### src/rtl/tws_pkg.sv
package tws_pkg;
   localparam int BYTE_W = 8;

   typedef enum logic [2:0] {
      ST_IDLE,
      ST_ADDR,
      ST_AACK,
      ST_WDATA,
      ST_WACK,
      ST_RDATA,
      ST_RACK
   } tws_state_e;

   // route pair value at reset: pass-through path
   localparam logic [1:0] ROUTE_RESET = 2'b10;
endpackage

### src/rtl/tws_line_sense.sv
module tws_line_sense #(
   parameter int SYNC_STAGES = 2
) (
   input  logic clk,
   input  logic rst_n,
   input  logic scl_i,
   input  logic sda_i,
   output logic scl_rise_o,
   output logic scl_fall_o,
   output logic start_o,
   output logic stop_o,
   output logic sda_o
);
   logic scl_s, sda_s;
   logic scl_p, sda_p;

   generate
      if (SYNC_STAGES == 0) begin : g_bypass
         assign scl_s = scl_i;
         assign sda_s = sda_i;
      end else begin : g_sync
         logic [SYNC_STAGES-1:0] scl_sh, sda_sh;
         always_ff @(posedge clk or negedge rst_n) begin
            if (!rst_n) begin
               scl_sh <= '1;
               sda_sh <= '1;
            end else begin
               scl_sh[0] <= scl_i;
               sda_sh[0] <= sda_i;
               for (int k = 1; k < SYNC_STAGES; k++) begin
                  scl_sh[k] <= scl_sh[k-1];
                  sda_sh[k] <= sda_sh[k-1];
               end
            end
         end
         assign scl_s = scl_sh[SYNC_STAGES-1];
         assign sda_s = sda_sh[SYNC_STAGES-1];
      end
   endgenerate

   always_ff @(posedge clk or negedge rst_n) begin
      if (!rst_n) begin
         scl_p <= 1'b1;
         sda_p <= 1'b1;
      end else begin
         scl_p <= scl_s;
         sda_p <= sda_s;
      end
   end

   assign scl_rise_o = scl_s & ~scl_p;
   assign scl_fall_o = ~scl_s & scl_p;
   assign start_o    = scl_s & scl_p & sda_p & ~sda_s;
   assign stop_o     = scl_s & scl_p & ~sda_p & sda_s;
   assign sda_o      = sda_s;
endmodule

### src/rtl/tws_xfer_fsm.sv
module tws_xfer_fsm
   import tws_pkg::*;
#(
   parameter logic [6:0] DEV_ADDR_HI = 7'b1001110,
   parameter logic [6:0] DEV_ADDR_LO = 7'b0110111,
   parameter int         PORT_W      = 5
) (
   input  logic              clk,
   input  logic              rst_n,
   input  logic              scl_rise_i,
   input  logic              scl_fall_i,
   input  logic              start_i,
   input  logic              stop_i,
   input  logic              sda_i,
   input  logic              addr_sel_i,
   input  logic              wr_prot_i,
   input  logic [PORT_W-1:0] port_i,
   input  logic [BYTE_W-1:0] reg_a_i,
   input  logic [BYTE_W-1:0] reg_b_i,
   output logic              sda_pull_o,
   output logic              wr_req_o,
   output logic [BYTE_W-1:0] wr_byte_o
);
   localparam int PAD_W = BYTE_W - PORT_W;
   localparam logic [1:0] LAST_IDX = 2'd2;

   tws_state_e        state;
   logic [2:0]        bitcnt;
   logic              got8;
   logic              acked;
   logic              rw;
   logic [BYTE_W-1:0] shreg;
   logic [BYTE_W-1:0] txreg;
   logic [1:0]        idx;
   logic              snap_arm;
   logic [PORT_W-1:0] snap;
   logic              pend;
   logic [6:0]        my_addr;
   logic [BYTE_W-1:0] snap_byte;
   logic [BYTE_W-1:0] next_tx;

   generate
      if (PAD_W > 0) begin : g_pad
         assign snap_byte = {{PAD_W{1'b0}}, snap};
      end else begin : g_nopad
         assign snap_byte = snap;
      end
   endgenerate

   assign my_addr = addr_sel_i ? DEV_ADDR_HI : DEV_ADDR_LO;

   always_comb begin
      unique case (idx)
         2'd0:    next_tx = reg_a_i;
         2'd1:    next_tx = reg_b_i;
         default: next_tx = snap_byte;
      endcase
   end

   // snapshot of the input port, first SCL rise after each start
   always_ff @(posedge clk or negedge rst_n) begin
      if (!rst_n) begin
         snap_arm <= 1'b0;
         snap     <= '0;
      end else if (start_i) begin
         snap_arm <= 1'b1;
      end else if (scl_rise_i && snap_arm) begin
         snap_arm <= 1'b0;
         snap     <= port_i;
      end
   end

   // pending write hand-off at start or stop
   always_ff @(posedge clk or negedge rst_n) begin
      if (!rst_n) begin
         wr_req_o <= 1'b0;
      end else begin
         wr_req_o <= (start_i || stop_i) && pend;
      end
   end

   always_ff @(posedge clk or negedge rst_n) begin
      if (!rst_n) begin
         state      <= ST_IDLE;
         bitcnt     <= '0;
         got8       <= 1'b0;
         acked      <= 1'b0;
         rw         <= 1'b0;
         shreg      <= '0;
         txreg      <= '0;
         idx        <= '0;
         pend       <= 1'b0;
         wr_byte_o  <= '0;
         sda_pull_o <= 1'b0;
      end else if (start_i || stop_i) begin
         state      <= start_i ? ST_ADDR : ST_IDLE;
         bitcnt     <= '0;
         got8       <= 1'b0;
         acked      <= 1'b0;
         pend       <= 1'b0;
         sda_pull_o <= 1'b0;
      end else begin
         unique case (state)
            ST_IDLE: ;
            ST_ADDR, ST_WDATA: begin
               if (scl_rise_i) begin
                  shreg  <= {shreg[BYTE_W-2:0], sda_i};
                  bitcnt <= bitcnt + 3'd1;
                  if (bitcnt == 3'd7) got8 <= 1'b1;
               end else if (scl_fall_i && got8) begin
                  got8 <= 1'b0;
                  if (state == ST_ADDR) begin
                     if (shreg[7:1] == my_addr) begin
                        rw         <= shreg[0];
                        sda_pull_o <= 1'b1;
                        state      <= ST_AACK;
                     end else begin
                        state <= ST_IDLE;
                     end
                  end else begin
                     sda_pull_o <= 1'b1;
                     state      <= ST_WACK;
                     if (!wr_prot_i) begin
                        pend      <= 1'b1;
                        wr_byte_o <= shreg;
                     end
                  end
               end
            end
            ST_AACK, ST_WACK: begin
               if (scl_fall_i) begin
                  bitcnt <= '0;
                  if (state == ST_AACK && rw) begin
                     idx        <= '0;
                     txreg      <= reg_a_i;
                     sda_pull_o <= ~reg_a_i[BYTE_W-1];
                     state      <= ST_RDATA;
                  end else begin
                     sda_pull_o <= 1'b0;
                     state      <= ST_WDATA;
                  end
               end
            end
            ST_RDATA: begin
               if (scl_rise_i) begin
                  bitcnt <= bitcnt + 3'd1;
                  if (bitcnt == 3'd7) got8 <= 1'b1;
               end else if (scl_fall_i) begin
                  if (got8) begin
                     got8       <= 1'b0;
                     sda_pull_o <= 1'b0;
                     state      <= ST_RACK;
                  end else begin
                     txreg      <= {txreg[BYTE_W-2:0], 1'b0};
                     sda_pull_o <= ~txreg[BYTE_W-2];
                  end
               end
            end
            ST_RACK: begin
               if (scl_rise_i) begin
                  if (sda_i) begin
                     state <= ST_IDLE;
                  end else begin
                     acked <= 1'b1;
                     idx   <= (idx == LAST_IDX) ? 2'd0 : idx + 2'd1;
                  end
               end else if (scl_fall_i && acked) begin
                  acked      <= 1'b0;
                  bitcnt     <= '0;
                  txreg      <= next_tx;
                  sda_pull_o <= ~next_tx[BYTE_W-1];
                  state      <= ST_RDATA;
               end
            end
            default: state <= ST_IDLE;
         endcase
      end
   end
endmodule

### src/rtl/tws_commit_store.sv
module tws_commit_store
   import tws_pkg::*;
#(
   parameter int COMMIT_CYCLES = 1_000_000
) (
   input  logic              clk,
   input  logic              rst_n,
   input  logic              wr_req_i,
   input  logic [BYTE_W-1:0] wr_byte_i,
   output logic [BYTE_W-1:0] reg_a_o,
   output logic [BYTE_W-1:0] reg_b_o,
   output logic              busy_o,
   output logic              done_o
);
   localparam int DATA_W = BYTE_W - 2;
   localparam int CNT_W  = $clog2(COMMIT_CYCLES + 1);
   localparam logic [CNT_W-1:0] CNT_LAST = CNT_W'(COMMIT_CYCLES - 1);

   logic [1:0]        route;
   logic [DATA_W-1:0] data_a, data_b;
   logic [BYTE_W-1:0] hold;
   logic [CNT_W-1:0]  cnt;

   always_ff @(posedge clk or negedge rst_n) begin
      if (!rst_n) begin
         route  <= ROUTE_RESET;
         data_a <= '0;
         data_b <= '0;
         hold   <= '0;
         cnt    <= '0;
         busy_o <= 1'b0;
         done_o <= 1'b0;
      end else begin
         done_o <= 1'b0;
         if (!busy_o) begin
            if (wr_req_i) begin
               hold   <= wr_byte_i;
               cnt    <= '0;
               busy_o <= 1'b1;
            end
         end else if (cnt == CNT_LAST) begin
            busy_o <= 1'b0;
            done_o <= 1'b1;
            route  <= hold[BYTE_W-1 -: 2];
            unique case (hold[BYTE_W-1 -: 2])
               2'b00:   data_a <= hold[DATA_W-1:0];
               2'b01:   data_b <= hold[DATA_W-1:0];
               default: ;
            endcase
         end else begin
            cnt <= cnt + 1'b1;
         end
      end
   end

   assign reg_a_o = {route, data_a};
   assign reg_b_o = {route, data_b};
endmodule

### src/rtl/tws_regport.sv
module tws_regport
   import tws_pkg::*;
#(
   parameter logic [6:0] DEV_ADDR_HI   = 7'b1001110,
   parameter logic [6:0] DEV_ADDR_LO   = 7'b0110111,
   parameter int         PORT_W        = 5,
   parameter int         SYNC_STAGES   = 2,
   parameter int         COMMIT_CYCLES = 1_000_000
) (
   input  logic              clk,
   input  logic              rst_n,
   input  logic              scl_i,
   input  logic              sda_i,
   input  logic              addr_sel_i,
   input  logic              wr_prot_i,
   input  logic [PORT_W-1:0] port_i,
   output logic              sda_pull_o,
   output logic [7:0]        reg_a_o,
   output logic [7:0]        reg_b_o,
   output logic              commit_busy_o,
   output logic              commit_done_o,
   output logic              stop_pulse_o
);
   initial begin
      assert (PORT_W >= 1 && PORT_W <= BYTE_W - 3)
         else $error("PORT_W must leave three zero bits in the snapshot byte");
      assert (DEV_ADDR_HI != 7'd0 && DEV_ADDR_LO != 7'd0)
         else $error("general-call address may not be a device address");
      assert (COMMIT_CYCLES >= 1) else $error("COMMIT_CYCLES must be positive");
      assert (SYNC_STAGES >= 0 && SYNC_STAGES <= 4) else $error("SYNC_STAGES out of range");
   end

   logic scl_rise, scl_fall, start_det, stop_det, sda_s;
   logic wr_req;
   logic [BYTE_W-1:0] wr_byte;

   tws_line_sense #(.SYNC_STAGES(SYNC_STAGES)) u_line (
      .clk        (clk),
      .rst_n      (rst_n),
      .scl_i      (scl_i),
      .sda_i      (sda_i),
      .scl_rise_o (scl_rise),
      .scl_fall_o (scl_fall),
      .start_o    (start_det),
      .stop_o     (stop_det),
      .sda_o      (sda_s)
   );

   tws_xfer_fsm #(
      .DEV_ADDR_HI (DEV_ADDR_HI),
      .DEV_ADDR_LO (DEV_ADDR_LO),
      .PORT_W      (PORT_W)
   ) u_fsm (
      .clk        (clk),
      .rst_n      (rst_n),
      .scl_rise_i (scl_rise),
      .scl_fall_i (scl_fall),
      .start_i    (start_det),
      .stop_i     (stop_det),
      .sda_i      (sda_s),
      .addr_sel_i (addr_sel_i),
      .wr_prot_i  (wr_prot_i),
      .port_i     (port_i),
      .reg_a_i    (reg_a_o),
      .reg_b_i    (reg_b_o),
      .sda_pull_o (sda_pull_o),
      .wr_req_o   (wr_req),
      .wr_byte_o  (wr_byte)
   );

   tws_commit_store #(.COMMIT_CYCLES(COMMIT_CYCLES)) u_store (
      .clk       (clk),
      .rst_n     (rst_n),
      .wr_req_i  (wr_req),
      .wr_byte_i (wr_byte),
      .reg_a_o   (reg_a_o),
      .reg_b_o   (reg_b_o),
      .busy_o    (commit_busy_o),
      .done_o    (commit_done_o)
   );

   assign stop_pulse_o = stop_det;
endmodule

### config.mk
export PLATFORM = sky130hd
export DESIGN_NAME = tws_regport
export DESIGN_NICKNAME = d
export VERILOG_FILES = /design/src/rtl/tws_pkg.sv /design/src/rtl/tws_line_sense.sv /design/src/rtl/tws_xfer_fsm.sv /design/src/rtl/tws_commit_store.sv /design/src/rtl/tws_regport.sv
export SDC_FILE = /design/constraint.sdc
export NUM_CORES = 1
export LEC_CHECK = 0
export ABC_AREA = 1
export BUFFER_PORTS_ARGS = -buffer_cell sky130_fd_sc_hd__buf_2
export CORE_ASPECT_RATIO = 1.75
export CORE_MARGIN = 2
export CORE_UTILIZATION = 35
export DETAILED_ROUTE_END_ITERATION = 10
export PLACE_DENSITY = 0.57
export SETUP_SLACK_MARGIN = 0.15
export SYNTH_ARGS = -nofsm -noshare
export SYNTH_HDL_FRONTEND = slang
export SYNTH_SLANG_ARGS = --single-unit
### constraint.sdc
create_clock -name clk -period 1.7 [get_ports clk]
set_input_delay 0.17 -clock clk [delete_from_list [all_inputs] [get_ports clk]]
set_output_delay 0.17 -clock clk [all_outputs]
set_load 0.02 [all_outputs]
# Word-level counts from Yosys, hierarchy flattened
# Index checks and enable logic that the tools add are counted.
[totals]
inputBits = 11
output_inout_bits = 20
reg_bits = 93
word_cells = 207
[classes]
n_reduce_logical = 40
muxes = 78
n_eq_ne = 41
bitwise = 20
add_sub_neg = 3
[ops]
columns = ["operator", "n"]
rows = [
  ["$mux W20", 3],
  ["$mux W7", 8],
  ["$mux W3", 17],
  ["$mux W1", 37],
  ["$reduce_and A9 Y1", 3],
  ["$pmux W7 S3", 1],
  ["$add A20 B1 Y20 const B", 1],
  ["$eq A20 B20 Y1 const B", 1],
  ["$ne A3 B1 Y1 const B", 6],
  ["$reduce_and A6 Y1", 3],
  ["$ne A2 B1 Y1 const B", 8],
  ["$pmux W8 S2", 1],
  ["$pmux W3 S5", 1],
  ["$reduce_and A3 Y1", 5],
  ["$not A1 Y1", 13],
  ["$eq A3 B3 Y1 const B", 4],
  ["$mux W2", 6],
  ["$ne A2 B2 Y1 const B", 6],
  ["$ne A3 B3 Y1 const B", 4],
  ["$ne A4 B1 Y1 const B", 3],
  ["$reduce_bool A2 Y1", 6],
  ["$reduce_and A5 Y1", 2],
  ["$pmux W3 S3", 1],
  ["$reduce_bool A3 Y1", 3],
  ["other kinds (22)", 39],
]

# Longest topological paths before layout
[logic_depth]
word_depth = 8
ltp_mapped = 12
mapped_depth_nobuf = 11

# By module
# Synthesis repeated with hierarchy kept, for this count alone.
[hier_totals]
cells_unflattened = 671
area_unflattened_um2 = 5161.2
[by_module_without_submodules]
columns = ["mod", "seq_area_each_um2", "cells_each", "area_per_inst_um2", "instances"]
rows = [
  ["tws_xfer_fsm", 1076.0, 344, 2615.0, 1],
  ["tws_commit_store", 1102.3, 310, 2347.3, 1],
  ["tws_line_sense", 157.7, 17, 198.9, 1],
]

# Least setup slack after synthesis
# OpenSTA, ideal clock, no wires.
[synth_timing]
kind = "register to register"
startpoint = "register u_line.scl_p"
endpoint = "register u_fsm.wr_byte_o[7]"
t_required_ps = 1575
path_buffers = 1
setup_ps = 125
path_stages_with_launch = 9
slack_ps = -62
t_arrival_ps = 1638
synth_period_minus_slack_ps = 1762
path_cell_list = "dfstp_2 > inv_1 > ha_1 > buf_4 > inv_1 > nand3_1 > nor2_1 > nand2_2 > mux2_2"
[synth_via]
elab_chain_cells = 6
word_cells_on_any_way = 13
classes_between = "10 x bitwise; 3 x reduce/logical"
[synth_lines]
columns = ["element", "line_no", "rtl"]
rows = [
  ["start, declared", "tws_line_sense.sv:15", "logic scl_p, sda_p;"],
  ["start signal, assigned", "tws_line_sense.sv:46", "scl_p <= scl_s;"],
  ["$and A1 B1 Y1", "tws_line_sense.sv:53, tws_line_sense.sv:54", ""],
  ["$and A1 B1 Y1 (on tied branches) (2 in a row)", "tws_line_sense.sv:53, tws_line_sense.sv:54", ""],
  ["$logic_or A1 B1 Y1", "tws_xfer_fsm.sv:95", "end else if (start_i || stop_i) begin"],
  ["$not A1 Y1 (no line)", "--", ""],
  ["$reduce_and A6 Y1 (no line) *", "--", ""],
  ["end signal, assigned", "tws_xfer_fsm.sv:125", "wr_byte_o <= shreg;"],
  ["end, declared", "tws_xfer_fsm.sv:22", "output logic [BYTE_W-1:0] wr_byte_o"],
]
# Every way passes the cells marked *; elsewhere a longest branch is shown, timed or not.
# A chain may end at the register's enable or synchronous reset.

# Final worst setup path
[layout_timing]
startpoint = "register u_line.scl_p"
endpoint = "register u_fsm.shreg[5]"
[layout_via]
elab_chain_cells = 6
word_cells_on_any_way = 10
classes_between = "8 x bitwise; 2 x reduce/logical"
[layout_lines]
columns = ["element", "line_no", "rtl"]
rows = [
  ["$and A1 B1 Y1", "tws_line_sense.sv:53, tws_line_sense.sv:54", ""],
  ["$and A1 B1 Y1 (on tied branches) (2 in a row)", "tws_line_sense.sv:53, tws_line_sense.sv:54", ""],
  ["$logic_or A1 B1 Y1", "tws_xfer_fsm.sv:95", ""],
  ["$not A1 Y1 (no line)", "--", ""],
  ["$reduce_and A3 Y1 (no line) *", "--", ""],
  ["end signal, assigned", "tws_xfer_fsm.sv:107", "shreg <= {shreg[BYTE_W-2:0], sda_i};"],
  ["end, declared", "tws_xfer_fsm.sv:32", "logic [BYTE_W-1:0] shreg;"],
]
# Marked as above.

==> results.cfg <==
[pwr]
combPwrFrac_pct = 34.0
static-leakage-power_nw = 3.08
irDropWorstVdd_v = 0.000486
pwr-share-clk_pct = 27.6
p_sw_share_pct = 36.7
p_int_w = 0.00447
power.share.sequential_pct = 38.5
power.density_nw_per_um2 = 1030
p_switching_w = 0.00260
power_w = 0.00707

[drt]
drtIter0Drc = 187
drt_wl_total_mm = 14.6
via_count = 4542
drcViolationCount = 0
drt_pass1_iterations = 4
via_per_inst = 5.05
ant_nets = 0
post_drt_wl_per_cell_um = 16.2

[worst_setup_path]
critical_path.max_stage_delay_ns = 0.60
worst-setup-path-type = register to register
crit_top_cell = nand2_2
critPathMaxFanout = 8
cp_cell_sequence = ha_4, nand2_2, nand2_2, nand2_4, buf_4, nand3_4, bufbuf_16, o21ai_0
required_ns = 1.92
critical_path_arrival_ns = 2.00
start_kind = register
critical_path.top_delay_family = flip-flops
crit_slowest_cell = dfstp_2
critPathBufInv = 2
crit_path_end_kind = register

[floorplanning]
dieWidth_um = 92.8
boundaryPins = 31
initial_core_util_pct = 35.9
dieArea_um2 = 14800
rows = 56
core_region_area_um2 = 13500
die_h_um = 159

[finish]
mostFrequentLayoutCell = nand2_1
antenna_cells = 0
layout-drive-gt1-share_pct = 38.4
fin_cells = 900
fin_util_pct = 50.9
areaGrowthSynthToFinish_pct = 42.0
final_cell_mix = 142 x nand2_1, 82 x dfrtp_1, 54 x buf_4, 49 x inv_1, 46 x nor2_1
nNetsFinal = 738

[place]
port_buffers = 30
hpwl_mm = 10.0
dpl.cell_count = 857
place_congestion = 0.924

[timing]
setup_viol = 21
fin_crit_ns = 1.78
slew_headroom_pct = 60.5
maxSlewViolCount = 0
fmax_mhz = 561
clock_skew_ns = 0.0106
finalCritPeriodShare_pct = 105
finalWorstSetupSlack_ns = -0.0822
tightest_slew_ns = 0.587
rsz0062_at_grt = yes
hold_viol_final = 0

[logic_synthesis]
netlist_instances = 621
async_flop_share_pct = 100
ys.flop_type = dfrtp_1
mappedNetlistArea_um2 = 4830
synthDistinctLibCells = 33
synth-edff-count = 0
ys_seq_elements = 93
synthesis.nets = 638
yosysSeqAreaShare_pct = 48.4
yosys_warnings = 0
syn_avg_cell_area_um2 = 7.77

[clocking]
cts_max_path_buffers = 2
cts_inserted_buffers = 9
cts_root_buffer = clkbuf_16
cts_tree = yes
htree_levels = 3
clk_pin_slew_ns = 0.07
clkSinkCount = 93
clk_latency_ns = 0.35

[grt]
grt_pass1_wl_mm = 22.4
grt_pass1_vias = 4613
grt.overflow.total = 0
track_usage_pct = 19.4
grt_max_degree = 40
antenna_found_initial = 0

[run]
drv_cap = 0

[outcome]
status = finished with violations
violations = setup timing

[min_path]
min_path_type = input pin to register
## flip-flops by register name, summed over array words and instances (netlist names), 2 cells and up
| signal | count |
|---|---|
| u_store.cnt | 20 |
| u_fsm.shreg | 8 |
| u_fsm.wr_byte_o | 8 |
| u_store.hold | 8 |
| u_fsm.txreg | 7 |
| u_store.data_a | 6 |
| u_store.data_b | 6 |
| u_fsm.snap | 5 |
| u_fsm.bitcnt | 3 |
| u_fsm.state | 3 |
| u_fsm.idx | 2 |
| u_line.g_sync.scl_sh | 2 |
| u_line.g_sync.sda_sh | 2 |
| u_store.route | 2 |
## kinds of logic after synthesis
logic type	synth area share, %
flip-flops	48.4
buffers and inverters	7.99
multiplexers	1.40
XOR/XNOR	1.45
AO/OA/AOI/OAI	9.93
adder cells (fa/ha/maj)	1.56
AND/OR/NAND/NOR	29.3
## stage by stage
| step | hold WS, ns | TNS (ns) | instance area (um2) | setup slack, ns |
|---|---|---|---|---|
| 2_1_floorplan | -0.126 | 0 | 4840 | 0.0585 |
| 3_3_place_gp | 0.131 | -0.733 | 5510 | -0.0687 |
| 3_5_place_dp | 0.139 | -1.58 | 5510 | -0.140 |
| 4_1_cts | 0.0401 | -0.188 | 6140 | -0.0459 |
| 5_1_grt | 0.0429 | -3.65 | 6850 | -0.206 |
| 6_report | 0.0499 | -1.02 | 6850 | -0.0822 |
## power by group through the flow
| stage | combinational [W] | sequential (W) | clock [W] |
|---|---|---|---|
| 5_1_grt | 0.00264 | 0.00275 | 0.00209 |
| 6_report | 0.00240 | 0.00272 | 0.00195 |
| 3_3_place_gp | 0.00167 | 0.00272 | 0 |
| 3_5_place_dp | 0.00170 | 0.00272 | 0 |
| 2_1_floorplan | 0.00118 | 0.00266 | 0 |
| 4_1_cts | 0.00189 | 0.00271 | 0.00200 |
## final cells by class
type	count	area (um2)
flip-flops and latches	93	2340
inverters	61	243
clock buffers	9	225
clock inverters	7	55.1
fillers	1284	6600
multi-input cells	447	2800
well taps	174	218
repair buffers	109	972
## Yosys cell counts, drive strengths merged (2+ instances only)
| cell type | number | area, um2 |
|---|---|---|
| nand3 | 61 | 315 |
| buf | 18 | 145 |
| dfstp | 7 | 184 |
| clkbuf | 3 | 11.3 |
| nand3b | 2 | 15.0 |
| nand2 | 187 | 709 |
| nor4 | 2 | 12.5 |
| nand4 | 4 | 25.0 |
| dfrtp | 86 | 2150 |
| xor2 | 5 | 43.8 |
| o22ai | 2 | 12.5 |
| xnor2 | 3 | 26.3 |
| ha | 6 | 75.1 |
| inv | 60 | 225 |
| a21oi | 14 | 70.1 |
| nor2 | 73 | 292 |
| o21ai | 71 | 382 |
| nor3 | 6 | 30.0 |
| mux2 | 6 | 67.6 |
## per-layer routing
layer | wire, um | GRT usage, % | vias to the layer above
met5 | 0 | 0 | -
met4 | 762 | 10.8 | 0
met3 | 359 | 3.41 | 48
met2 | 8010 | 35.1 | 96
met1 | 5480 | 20.9 | 2200
li1 | - | - | 2198
## final timing paths
check / from / end / slack [ns] / cells past startpoint
max in group asynchronous: rst_n / u_store.route[1]$_DFFE_PN1P_ / 0.77 / 3
min reg2reg: u_line.g_sync.scl_sh[0]$_DFF_PN1_ / u_line.g_sync.scl_sh[1]$_DFF_PN1_ / 0.36 / 0
max reg2reg: u_line.scl_p$_DFF_PN1_ / u_fsm.shreg[5]$_DFFE_PN0P_ / -0.08 / 8
min in group asynchronous: rst_n / u_store.cnt[14]$_DFFE_PN0P_ / 0.30 / 2
min: port_i[3] / u_fsm.snap[3]$_DFFE_PN0P_ / 0.05 / 2
max: u_line.scl_p$_DFF_PN1_ / u_fsm.shreg[5]$_DFFE_PN0P_ / -0.08 / 8
## timing repair
item                                    4_1_cts  5_1_grt
endpoints found under the hold margin        28        0
hold buffers                                  3        0
pin swaps                                    11       36
buffers inserted                              7       11
endpoints found under the setup margin       76       71
resized for setup                            56      154
gates cloned                                  2        4
Note: power is estimated with default switching activity, not from simulation.
